===== config.mk =====
export PLATFORM = sky130hd
export DESIGN_NAME = irq_select_ctrl
export DESIGN_NICKNAME = d
export VERILOG_FILES = /design/src/rtl/irq_sel_pkg.sv /design/src/rtl/irq_addr_decode.sv /design/src/rtl/irq_cfg_bank.sv /design/src/rtl/irq_lowest_pick.sv /design/src/rtl/irq_select_ctrl.sv
export SDC_FILE = /design/constraint.sdc
export NUM_CORES = 1
export LEC_CHECK = 0
export BUFFER_PORTS_ARGS = -buffer_cell sky130_fd_sc_hd__buf_2
export CORE_AREA = 4 4 178 214
export CTS_BUF_LIST = sky130_fd_sc_hd__clkbuf_2 sky130_fd_sc_hd__clkbuf_4 sky130_fd_sc_hd__clkbuf_8
export DETAILED_ROUTE_END_ITERATION = 10
export DIE_AREA = 0 0 182 218
export PLACE_DENSITY = 0.95
export SLEW_MARGIN = 30
export SYNTH_ARGS = -nofsm -noshare
export SYNTH_HDL_FRONTEND = slang
export SYNTH_HIERARCHICAL = 1
export SYNTH_SLANG_ARGS = --single-unit

===== constraint.sdc =====
create_clock -name clk -period 3.45 [get_ports clk]
set_input_delay 0 -clock clk [delete_from_list [all_inputs] [get_ports clk]]
set_output_delay 0 -clock clk [all_outputs]
set_load 0.02 [all_outputs]

===== src/rtl/irq_sel_pkg.sv =====
package irq_sel_pkg;

    localparam int CFG_W = 7;

    typedef enum logic [1:0] {
        DEC_NONE = 2'd0,
        DEC_CFG  = 2'd1,
        DEC_SEL  = 2'd2
    } dec_kind_e;

    // Enable code per variant
    function automatic logic [CFG_W-1:0] enable_code(input int variant);
        return (variant == 0) ? 7'h51 : 7'h20;
    endfunction

    // Byte address of the selection word per variant
    function automatic int sel_offset(input int variant);
        return (variant == 0) ? 32'h10C : 32'h104;
    endfunction

endpackage


===== src/rtl/irq_addr_decode.sv =====
module irq_addr_decode
    import irq_sel_pkg::*;
#(
    parameter int ADDR_W     = 12,
    parameter int NUM_SRC    = 64,
    parameter int IDX_W      = 6,
    parameter int SEL_OFFSET = 32'h10C
) (
    input  logic [ADDR_W-1:0] addr,
    output dec_kind_e         kind,
    output logic [IDX_W-1:0]  idx
);
    localparam logic [ADDR_W-1:0] SEL_ADDR = ADDR_W'(SEL_OFFSET);
    localparam logic [ADDR_W-3:0] WORD_LIM = (ADDR_W-2)'(NUM_SRC);

    logic [ADDR_W-3:0] word_idx;
    logic              aligned;

    assign word_idx = addr[ADDR_W-1:2];
    assign aligned  = (addr[1:0] == 2'b00);
    assign idx      = word_idx[IDX_W-1:0];

    always_comb begin
        kind = DEC_NONE;
        if (addr == SEL_ADDR) begin
            kind = DEC_SEL;
        end else if (aligned && (word_idx < WORD_LIM)) begin
            kind = DEC_CFG;
        end
    end
endmodule


===== src/rtl/irq_cfg_bank.sv =====
module irq_cfg_bank #(
    parameter int              NUM_SRC     = 64,
    parameter int              IDX_W       = 6,
    parameter int              CFG_W       = 7,
    parameter logic [CFG_W-1:0] ENABLE_CODE = 7'h51
) (
    input  logic               clk,
    input  logic               rst_n,
    input  logic               wr_en,
    input  logic [IDX_W-1:0]   wr_idx,
    input  logic [CFG_W-1:0]   wr_val,
    input  logic [IDX_W-1:0]   rd_idx,
    output logic [CFG_W-1:0]   rd_val,
    output logic [NUM_SRC-1:0] en_vec
);
    logic [CFG_W-1:0] cfg_q [NUM_SRC];

    for (genvar g = 0; g < NUM_SRC; g++) begin : g_src
        always_ff @(posedge clk or negedge rst_n) begin
            if (!rst_n) begin
                cfg_q[g] <= '0;
            end else if (wr_en && (wr_idx == IDX_W'(g))) begin
                cfg_q[g] <= wr_val;
            end
        end
        assign en_vec[g] = (cfg_q[g] == ENABLE_CODE);
    end

    assign rd_val = cfg_q[rd_idx];

    // only the exact code turns a source on
    a_r3_code_enables: assert property (@(posedge clk) disable iff (!rst_n)
        (wr_en && wr_val == ENABLE_CODE) |=> en_vec[$past(wr_idx)]);
    a_r3_other_disables: assert property (@(posedge clk) disable iff (!rst_n)
        (wr_en && wr_val != ENABLE_CODE) |=> !en_vec[$past(wr_idx)]);
    // zero write leaves the source off
    a_r4_zero_disables: assert property (@(posedge clk) disable iff (!rst_n)
        (wr_en && wr_val == '0) |=> !en_vec[$past(wr_idx)]);
    // written value reads back on the next cycle at the same index
    a_r2_readback: assert property (@(posedge clk) disable iff (!rst_n)
        (wr_en && rd_idx == wr_idx) ##1 (rd_idx == $past(wr_idx)) |-> rd_val == $past(wr_val));
endmodule


===== src/rtl/irq_lowest_pick.sv =====
module irq_lowest_pick #(
    parameter int NUM_SRC = 64,
    parameter int IDX_W   = 6
) (
    input  logic [NUM_SRC-1:0] active,
    output logic               valid,
    output logic [IDX_W-1:0]   idx
);
    // Scan from the top down so the lowest asserted index is kept
    always_comb begin
        valid = 1'b0;
        idx   = '0;
        for (int i = NUM_SRC - 1; i >= 0; i--) begin
            if (active[i]) begin
                valid = 1'b1;
                idx   = IDX_W'(i);
            end
        end
    end
endmodule


===== src/rtl/irq_select_ctrl.sv =====
module irq_select_ctrl
    import irq_sel_pkg::*;
#(
    parameter int VARIANT = 0,
    parameter int NUM_SRC = 64,
    parameter int ADDR_W  = 12,
    parameter int DATA_W  = 32
) (
    input  logic               clk,
    input  logic               rst_n,
    input  logic [ADDR_W-1:0]  reg_addr,
    input  logic               reg_wr,
    input  logic [DATA_W-1:0]  reg_wdata,
    output logic [DATA_W-1:0]  reg_rdata,
    input  logic [NUM_SRC-1:0] src_level,
    output logic               cpu_irq
);
    localparam int               IDX_W       = $clog2(NUM_SRC);
    localparam logic [CFG_W-1:0] EN_CODE     = enable_code(VARIANT);
    localparam int               SEL_OFFSET  = sel_offset(VARIANT);

    dec_kind_e          kind;
    logic [IDX_W-1:0]   dec_idx;
    logic [CFG_W-1:0]   cfg_rd;
    logic [NUM_SRC-1:0] en_vec;
    logic [NUM_SRC-1:0] active;
    logic               pick_valid;
    logic [IDX_W-1:0]   pick_idx;
    logic               unused_wdata_hi;

    assign unused_wdata_hi = ^reg_wdata[DATA_W-1:CFG_W];

    irq_addr_decode #(
        .ADDR_W     (ADDR_W),
        .NUM_SRC    (NUM_SRC),
        .IDX_W      (IDX_W),
        .SEL_OFFSET (SEL_OFFSET)
    ) u_decode (
        .addr (reg_addr),
        .kind (kind),
        .idx  (dec_idx)
    );

    irq_cfg_bank #(
        .NUM_SRC     (NUM_SRC),
        .IDX_W       (IDX_W),
        .CFG_W       (CFG_W),
        .ENABLE_CODE (EN_CODE)
    ) u_bank (
        .clk    (clk),
        .rst_n  (rst_n),
        .wr_en  (reg_wr && (kind == DEC_CFG)),
        .wr_idx (dec_idx),
        .wr_val (reg_wdata[CFG_W-1:0]),
        .rd_idx (dec_idx),
        .rd_val (cfg_rd),
        .en_vec (en_vec)
    );

    assign active  = en_vec & src_level;
    assign cpu_irq = |active;

    irq_lowest_pick #(
        .NUM_SRC (NUM_SRC),
        .IDX_W   (IDX_W)
    ) u_pick (
        .active (active),
        .valid  (pick_valid),
        .idx    (pick_idx)
    );

    always_comb begin
        unique case (kind)
            DEC_CFG: reg_rdata = {{(DATA_W-CFG_W){1'b0}}, cfg_rd};
            DEC_SEL: reg_rdata = {{(DATA_W-IDX_W-1){1'b0}}, pick_valid, pick_idx};
            default: reg_rdata = '0;
        endcase
    end

    // OR-reduced request agrees with the encoder's pending flag
    a_r7_irq_vs_pick: assert property (@(posedge clk) disable iff (!rst_n)
        cpu_irq == pick_valid);
    // the chosen source is pending and nothing below it is
    a_r6_pick_pending: assert property (@(posedge clk) disable iff (!rst_n)
        pick_valid |-> active[pick_idx]);
    a_r6_none_lower: assert property (@(posedge clk) disable iff (!rst_n)
        pick_valid |-> ((active & ~({NUM_SRC{1'b1}} << pick_idx)) == '0));
    // idle selection word is all zero
    a_r10_idle_zero: assert property (@(posedge clk) disable iff (!rst_n)
        (active == '0) |-> (!pick_valid && pick_idx == '0));
    // pending flag read through the port matches the request line
    a_r5_sel_flag: assert property (@(posedge clk) disable iff (!rst_n)
        (kind == DEC_SEL) |-> (reg_rdata[IDX_W] == cpu_irq));
endmodule


Word level (Yosys, flattened, before mapping)
Cells that the tools add are included.
- word-level logic and storage cells: 401
- input bits: 111
- output and inout port bits: 33
- register bits after elaboration: 448
- $lt $le $gt $ge: 2
- bitwise logic cells: 2
- mux-type cells: 134
- reduce and logical (&&, ||, !) cells: 69
- equality and inequality tests: 130
- operators by type and width (kind ; number):
    7-bit == test, second input constant ; 64
    6-bit two-way mux ; 64
    6-bit == test, second input constant ; 32
    6-bit by 5-bit == test with 1-bit output, second input constant ; 16
    1-bit logical AND ; 66
    1-bit two-way mux ; 65
    64-bit bitwise AND ; 1
    64-bit OR reduction ; 1
    6-bit by 4-bit == test with 1-bit output, second input constant ; 8
    7-bit binary-select mux with 6-bit select ; 1
    6-bit by 3-bit == test with 1-bit output, second input constant ; 4
    7-bit two-way mux ; 2
    7-bit case mux with 2 select lines ; 1
    12-bit by 9-bit == test with 1-bit output, second input constant ; 1
    6-bit by 2-bit == test with 1-bit output, second input constant ; 2
    10-bit by 7-bit less-than comparator with 1-bit output, second input constant ; 1
    7-bit >= comparator, second input constant ; 1
    6-bit NOT with 7-bit output ; 1
    6-bit by 1-bit == test with 1-bit output, second input constant ; 1
    6-bit logical NOT ; 1
    2-bit by 1-bit == test with 1-bit output, second input constant ; 1
    2-bit == test, second input constant ; 1
    2-bit logical NOT ; 1
    2-bit two-way mux ; 1

Depth between registers and ports, before layout
- word-level depth: 67
- depth in mapped cells: 12
- gate-level depth less buffers: 12

Cells and area by module
Netlist, hierarchy kept.
- modules (own cells, without submodules) (module ; seq. area each (sq um) ; cells each ; times used ; area an instance (sq um)):
    irq_cfg_bank ; 11210.8 ; 1528 ; 1 ; 21684.5
    irq_select_ctrl ; 0.0 ; 137 ; 1 ; 912.1
    irq_lowest_pick ; 0.0 ; 140 ; 1 ; 763.2
    irq_addr_decode ; 0.0 ; 11 ; 1 ; 87.6

Worst setup path after synthesis
Ideal clock, no wire load.
- path type: input to register
- start point: in reg_addr[10]
- end point: reg u_bank/cfg_q[224] in the netlist's numbering
- data arrival time: 2.597 ns
- setup time: 0.125 ns
- path buffers: 2
- cell stages on the path: 10
- slack: 0.728 ns
- data required time: 3.325 ns
- cells stage by stage: or4_1 nor3_1 ha_1 clkbuf_1 and2_1 nand2_1 or2_2 clkbuf_1 nor2_1 mux2_2
- word-level cells in the longest chain between the ends: 7
- elaborated cells on any way between the ends: 8
- classes of those cells: 1 x order compare; 2 x eq/ne; 2 x mux; 3 x reduce/logical
- ends and longest elaborated chain (item ; line ; source):
    start, declared ; irq_select_ctrl.sv:11 ; input logic [ADDR_W-1:0] reg_addr,
    10-bit by 7-bit less-than comparator with 1-bit output ; irq_addr_decode.sv:27 ; end else if (aligned && (word_idx < WORD_LIM)) begin
    1-bit logical AND ; irq_addr_decode.sv:27 ;
    1-bit two-way mux ; irq_addr_decode.sv:27 ;
    2-bit two-way mux (*) ; irq_addr_decode.sv:25 ; if (addr == SEL_ADDR) begin
    named net kind[0] ; irq_select_ctrl.sv:22 ; dec_kind_e kind;
    2-bit by 1-bit == test with 1-bit output (*) ; irq_select_ctrl.sv:52 ; .wr_en (reg_wr && (kind == DEC_CFG)),
    1-bit logical AND (*) ; irq_select_ctrl.sv:52 ;
    1-bit logical AND (*) ; irq_cfg_bank.sv:22 ; end else if (wr_en && (wr_idx == IDX_W'(g))) begin
    end signal, assigned by index ; irq_cfg_bank.sv:23 ; cfg_q[g] <= wr_val;
    end, declared ; irq_cfg_bank.sv:16 ; logic [CFG_W-1:0] cfg_q [NUM_SRC];
Mark *: on every way through the listed nets, which the timed path passes. The rest lies on a longest branch.
A chain may end at the register's enable or synchronous reset.

Worst setup path in the final report
- start point: reg u_bank/cfg_q[16] in the netlist's numbering
- end point: out reg_rdata[0]
- word-level cells in the longest chain between the ends: 65
- ends and longest elaborated chain (item ; line ; source):
    7-bit == test ; irq_cfg_bank.sv:26 ; assign en_vec[g] = (cfg_q[g] == ENABLE_CODE);
    named net en_vec[61] ; irq_select_ctrl.sv:25 ; logic [NUM_SRC-1:0] en_vec;
    64-bit bitwise AND ; irq_select_ctrl.sv:60 ; assign active = en_vec & src_level;
    named net active[61] ; irq_select_ctrl.sv:26 ; logic [NUM_SRC-1:0] active;
    6-bit two-way mux (62 in series) ; irq_lowest_pick.sv:14 ; if (active[i]) begin
    named net pick_idx[0] ; irq_select_ctrl.sv:28 ; logic [IDX_W-1:0] pick_idx;
    7-bit case mux with 2 select lines ; irq_select_ctrl.sv:73 ; unique case (kind)
    end, declared ; irq_select_ctrl.sv:14 ; output logic [DATA_W-1:0] reg_rdata,
The timed path passes the listed nets, and every way through them passes these cells.

==> results_tabular.tex <==
\begin{tabular}{lr}
\hline
Metric & Value \\
\hline
\multicolumn{2}{l}{\textbf{Run status}} \\
Run status & complete, but fails checks \\
Violated checks & setup timing \\
\multicolumn{2}{l}{\textbf{Logic synthesis}} \\
XOR/XNOR share of the synthesized area & 0\% \\
Mean post-synth cell area & 12.9 sq um \\
Distinct cells, synth & 64 \\
Post-Syn Instances & 1,816 \\
Seq/Total Area, Yosys & 47.8\% \\
Main combinational cell family by area after synthesis & multiplexers \\
Async set-reset flop share out of synthesis & 100\% \\
Synthesized-area fraction occupied by ao, oa, aoi and oai cells & 3.76\% \\
Simple logic cell fraction of the synthesized area & 12.4\% \\
Cell area after synthesis & 23,400 sq um \\
Synth Warn \# & 6 \\
Number of synthesized flops with an enable pin & 0 \\
Post-synthesis adder-cell area fraction & 0.107\% \\
Multiplexer share of the synthesized area & 32.8\% \\
Number of synthesized register bits & 448 \\
Commonest register cell after synthesis & dfrtp\_1 \\
\multicolumn{2}{l}{\textbf{Timing}} \\
Number of setup violations in the final report & 3 \\
Period utilisation layout & 107\% \\
Worst slew margin & 36.2\% \\
Slew Viols, Final & 0 \\
Max Fclk & 271 MHz \\
TNS Setup & -317 ps \\
Post-route worst setup slack & -243 ps \\
Measured slew at the worst slew-check pin & 958 ps \\
Crit path time final & 3690 ps \\
Worst-case clock skew & 0 ps \\
Unrepaired setup endpoints after global routing & yes \\
Final count of hold timing violations & 0 \\
\multicolumn{2}{l}{\textbf{Worst setup path}} \\
Origin of the worst setup path & u\_bank/cfg\_q[16] \\
Required time of the critical path & 3450 ps \\
Arrival time at the worst endpoint & 3690 ps \\
Nature of the critical path endpoint & output port \\
Startpoint type of the worst setup path & register \\
Reg-to-reg critical path startpoint & u\_bank/cfg\_q[1] \\
WS Path Type & register to output port \\
Critical path fanouts, max & 4 \\
\multicolumn{2}{l}{\textbf{CTS}} \\
Clk Latency, worst-skew pair & 620 ps \\
Number of CTS-inserted buffers & 71 \\
TritonCTS sink count & 448 \\
Root cell of the clock tree & clkbuf\_8 \\
Clock-pin slew on the worst setup and hold paths & 70 ps \\
TritonCTS clock tree & built \\
\# H-tree levels & 3 \\
Deepest clock path buffer count & 3 \\
\multicolumn{2}{l}{\textbf{Die}} \\
Die Width & 182 microns \\
Die outline area & 39,700 sq um \\
Placeable core region & 35,800 sq um \\
Total number of placement rows & 76 \\
Number of placed I/O pins & 144 \\
Die H & 218 microns \\
Starting utilization of the core area & 65.4\% \\
\multicolumn{2}{l}{\textbf{Routing}} \\
Vias per std cell & 7.15 \\
Average wire per standard cell & 29.7 microns \\
Sum of routed wire length over all layers & 73.1 mm \\
Number of DRC violations after detailed routing & 0 \\
Number of vias in the routed layout & 17.6k \\
Detailed router's first-iteration violation count & 2,152 \\
First-pass iteration count of the detailed router & 8 \\
Post-detailed-route count of antenna-violating nets & 0 \\
\multicolumn{2}{l}{\textbf{Min path}} \\
Class of the worst hold path & primary input to register \\
Worst Hold Launch & reg\_wdata[2] \\
\multicolumn{2}{l}{\textbf{Final layout}} \\
Biggest registers after layout & u\_bank/cfg\_q (448) \\
Layout cells sized above 1 & 46.2\% \\
Highest-count cells in the layout ignoring fill and taps & dfrtp\_1, mux2\_2, mux4\_2 \\
Flip-flop count of the largest register after layout & 448 \\
Synthesis-to-layout area growth & 12.0\% \\
Finished layout cell area & 26,300 sq um \\
\# nets final & 2,049 \\
Register bank with the most flops & u\_bank/cfg\_q \\
Most frequent standard cell in the layout excluding fill and tap cells & dfrtp\_1 \\
Number of fill cells & 2,140 \\
Utilization after layout & 73.2\% \\
Count of antenna diodes in the layout & 0 \\
\multicolumn{2}{l}{\textbf{Global routing}} \\
Residual overflow from global routing & 0 \\
Via count of the first global-routing pass & 18.3k \\
GRT Resource Usage Total & 36.6\% \\
Global-route wire length before repair & 110 mm \\
Pin count of the biggest net entering global routing & 115 \\
Number of antenna violations at the first check in global routing & 2 \\
\multicolumn{2}{l}{\textbf{Placed design}} \\
Dpl hpwl & 50.0 mm \\
Global placer's final weighted congestion & 1.06 \\
Cell Area, Placed & 24,400 sq um \\
Number of port buffers & 93 \\
\multicolumn{2}{l}{\textbf{Power}} \\
Total power divided by cell area & 415 nW/um\^{}2 \\
Leak pwr & 12.4 nW \\
Worst voltage drop across the vdd grid & 0.286 mV \\
\multicolumn{2}{l}{\textbf{Flow run}} \\
Max-Cap Viols & 0 \\
\hline
\end{tabular}
[area by class of cell]
cell class	instances	area [sq um]	share of cell area [%]
Clock inverter	8	46.3	0.176
Sequential cell	448	11200	42.7
Multi-Input combinational cell	1247	11800	45.0
Timing Repair Buffer	154	1020	3.87
Inverter	14	52.6	0.200
Tap cell	468	586	2.23
Clock buffer	120	1530	5.81
[worst paths after layout]
check                               endpoint  slack, ps  depth (start not counted)
hold / removal             u_bank/cfg_q[359]         60                          2
setup / recovery                reg_rdata[0]       -240                         13
min in group asynchronous   u_bank/cfg_q[19]        360                          3
setup reg to reg             u_bank/cfg_q[1]       2420                          3
max in group asynchronous  u_bank/cfg_q[285]       1940                          5
hold reg to reg            u_bank/cfg_q[125]        520                          1
[Yosys cell counts (all sizes together) (3+ instances only)]
library cell  count  share of area (%)
a2111oi           4               0.15
a21oi            15               0.32
a221oi            3               0.11
a22oi            27               0.86
and2             67                1.8
and3              5               0.13
buf              66                1.9
clkbuf           65                1.0
dfrtp           448                 48
inv              14               0.22
mux2            454                 22
mux2i             3               0.13
mux4            113                 11
nand2            86                1.4
nand2b           12               0.32
nand3            51                1.1
nand4             6               0.16
nor2            131                2.3
nor2b             8               0.21
nor3             19               0.41
nor4             36               0.99
nor4b            46                1.7
o21ai            23               0.49
o221ai            8               0.30
o22ai            23               0.61
or2               9               0.24
or3               3              0.080
or3b             17               0.63
or4              17               0.59
[power breakdown]
part           switching (W)  internal, W  total [W]
clock network        0.00214      0.00278    0.00492
logic               0.000479     0.000194   0.000673
registers          0.0000211      0.00528    0.00530
[per-stage QoR]
step | setup slack [ps] | instances | hold WS, ps | total power [W]
final | -243 | 2459 | 59.0 | 0.0109
after global routing | -241 | 2459 | 57.6 | 0.0112
after CTS | -153 | 2455 | 63.4 | 0.0109
after detailed placement | 261 | 2323 | 142 | 0.00604
after global placement | 85.5 | 2323 | 121 | 0.00602
after floorplan | 728 | 1840 | -296 | 0.00574
[worst max-delay path, cell delays in order (launching register included)]
cell and delay, ps:
dfrtp_1 400, nor2_1 150, nand3_1 150, nor4b_2 310, and2_4 240, nor2_1 70
a221oi_2 300, nor4_1 80, o221ai_1 210, a31oi_1 220, o211ai_1 390, a22oi_1 160
nor2_2 180, buf_2 200
[cells by family (layout without fill, tap and decap cells)]
group           after synthesis  in the layout
mux                         570            570
simple gates                521            521
fa+ha+maj                     2              2
flops                       448            448
other cells                   1             25
buf+inv                     145            296
compound gates              129            129
[repair_timing]
| item | 4_1_cts | 5_1_grt |
|---|---|---|
| hold buffers | 1 | 1 |
| setup endpoints to repair | 4 | 7 |
| hold endpoints to repair | 105 | 30 |
| setup buffers | 3 | 2 |
| pin swaps | 11 | 9 |
| gates resized for setup | 21 | 22 |
[routing by layer]
| metal | up-vias | routed length [microns] | GRT usage (%) |
|---|---|---|---|
| met5 | - | 0 | 0 |
| met4 | 0 | 6290 | 24.8 |
| met3 | 391 | 7640 | 8.61 |
| met2 | 1307 | 34000 | 57.3 |
| met1 | 8855 | 25200 | 45.7 |
| li1 | 7025 | - | - |
(Power assumes the default switching activity.)
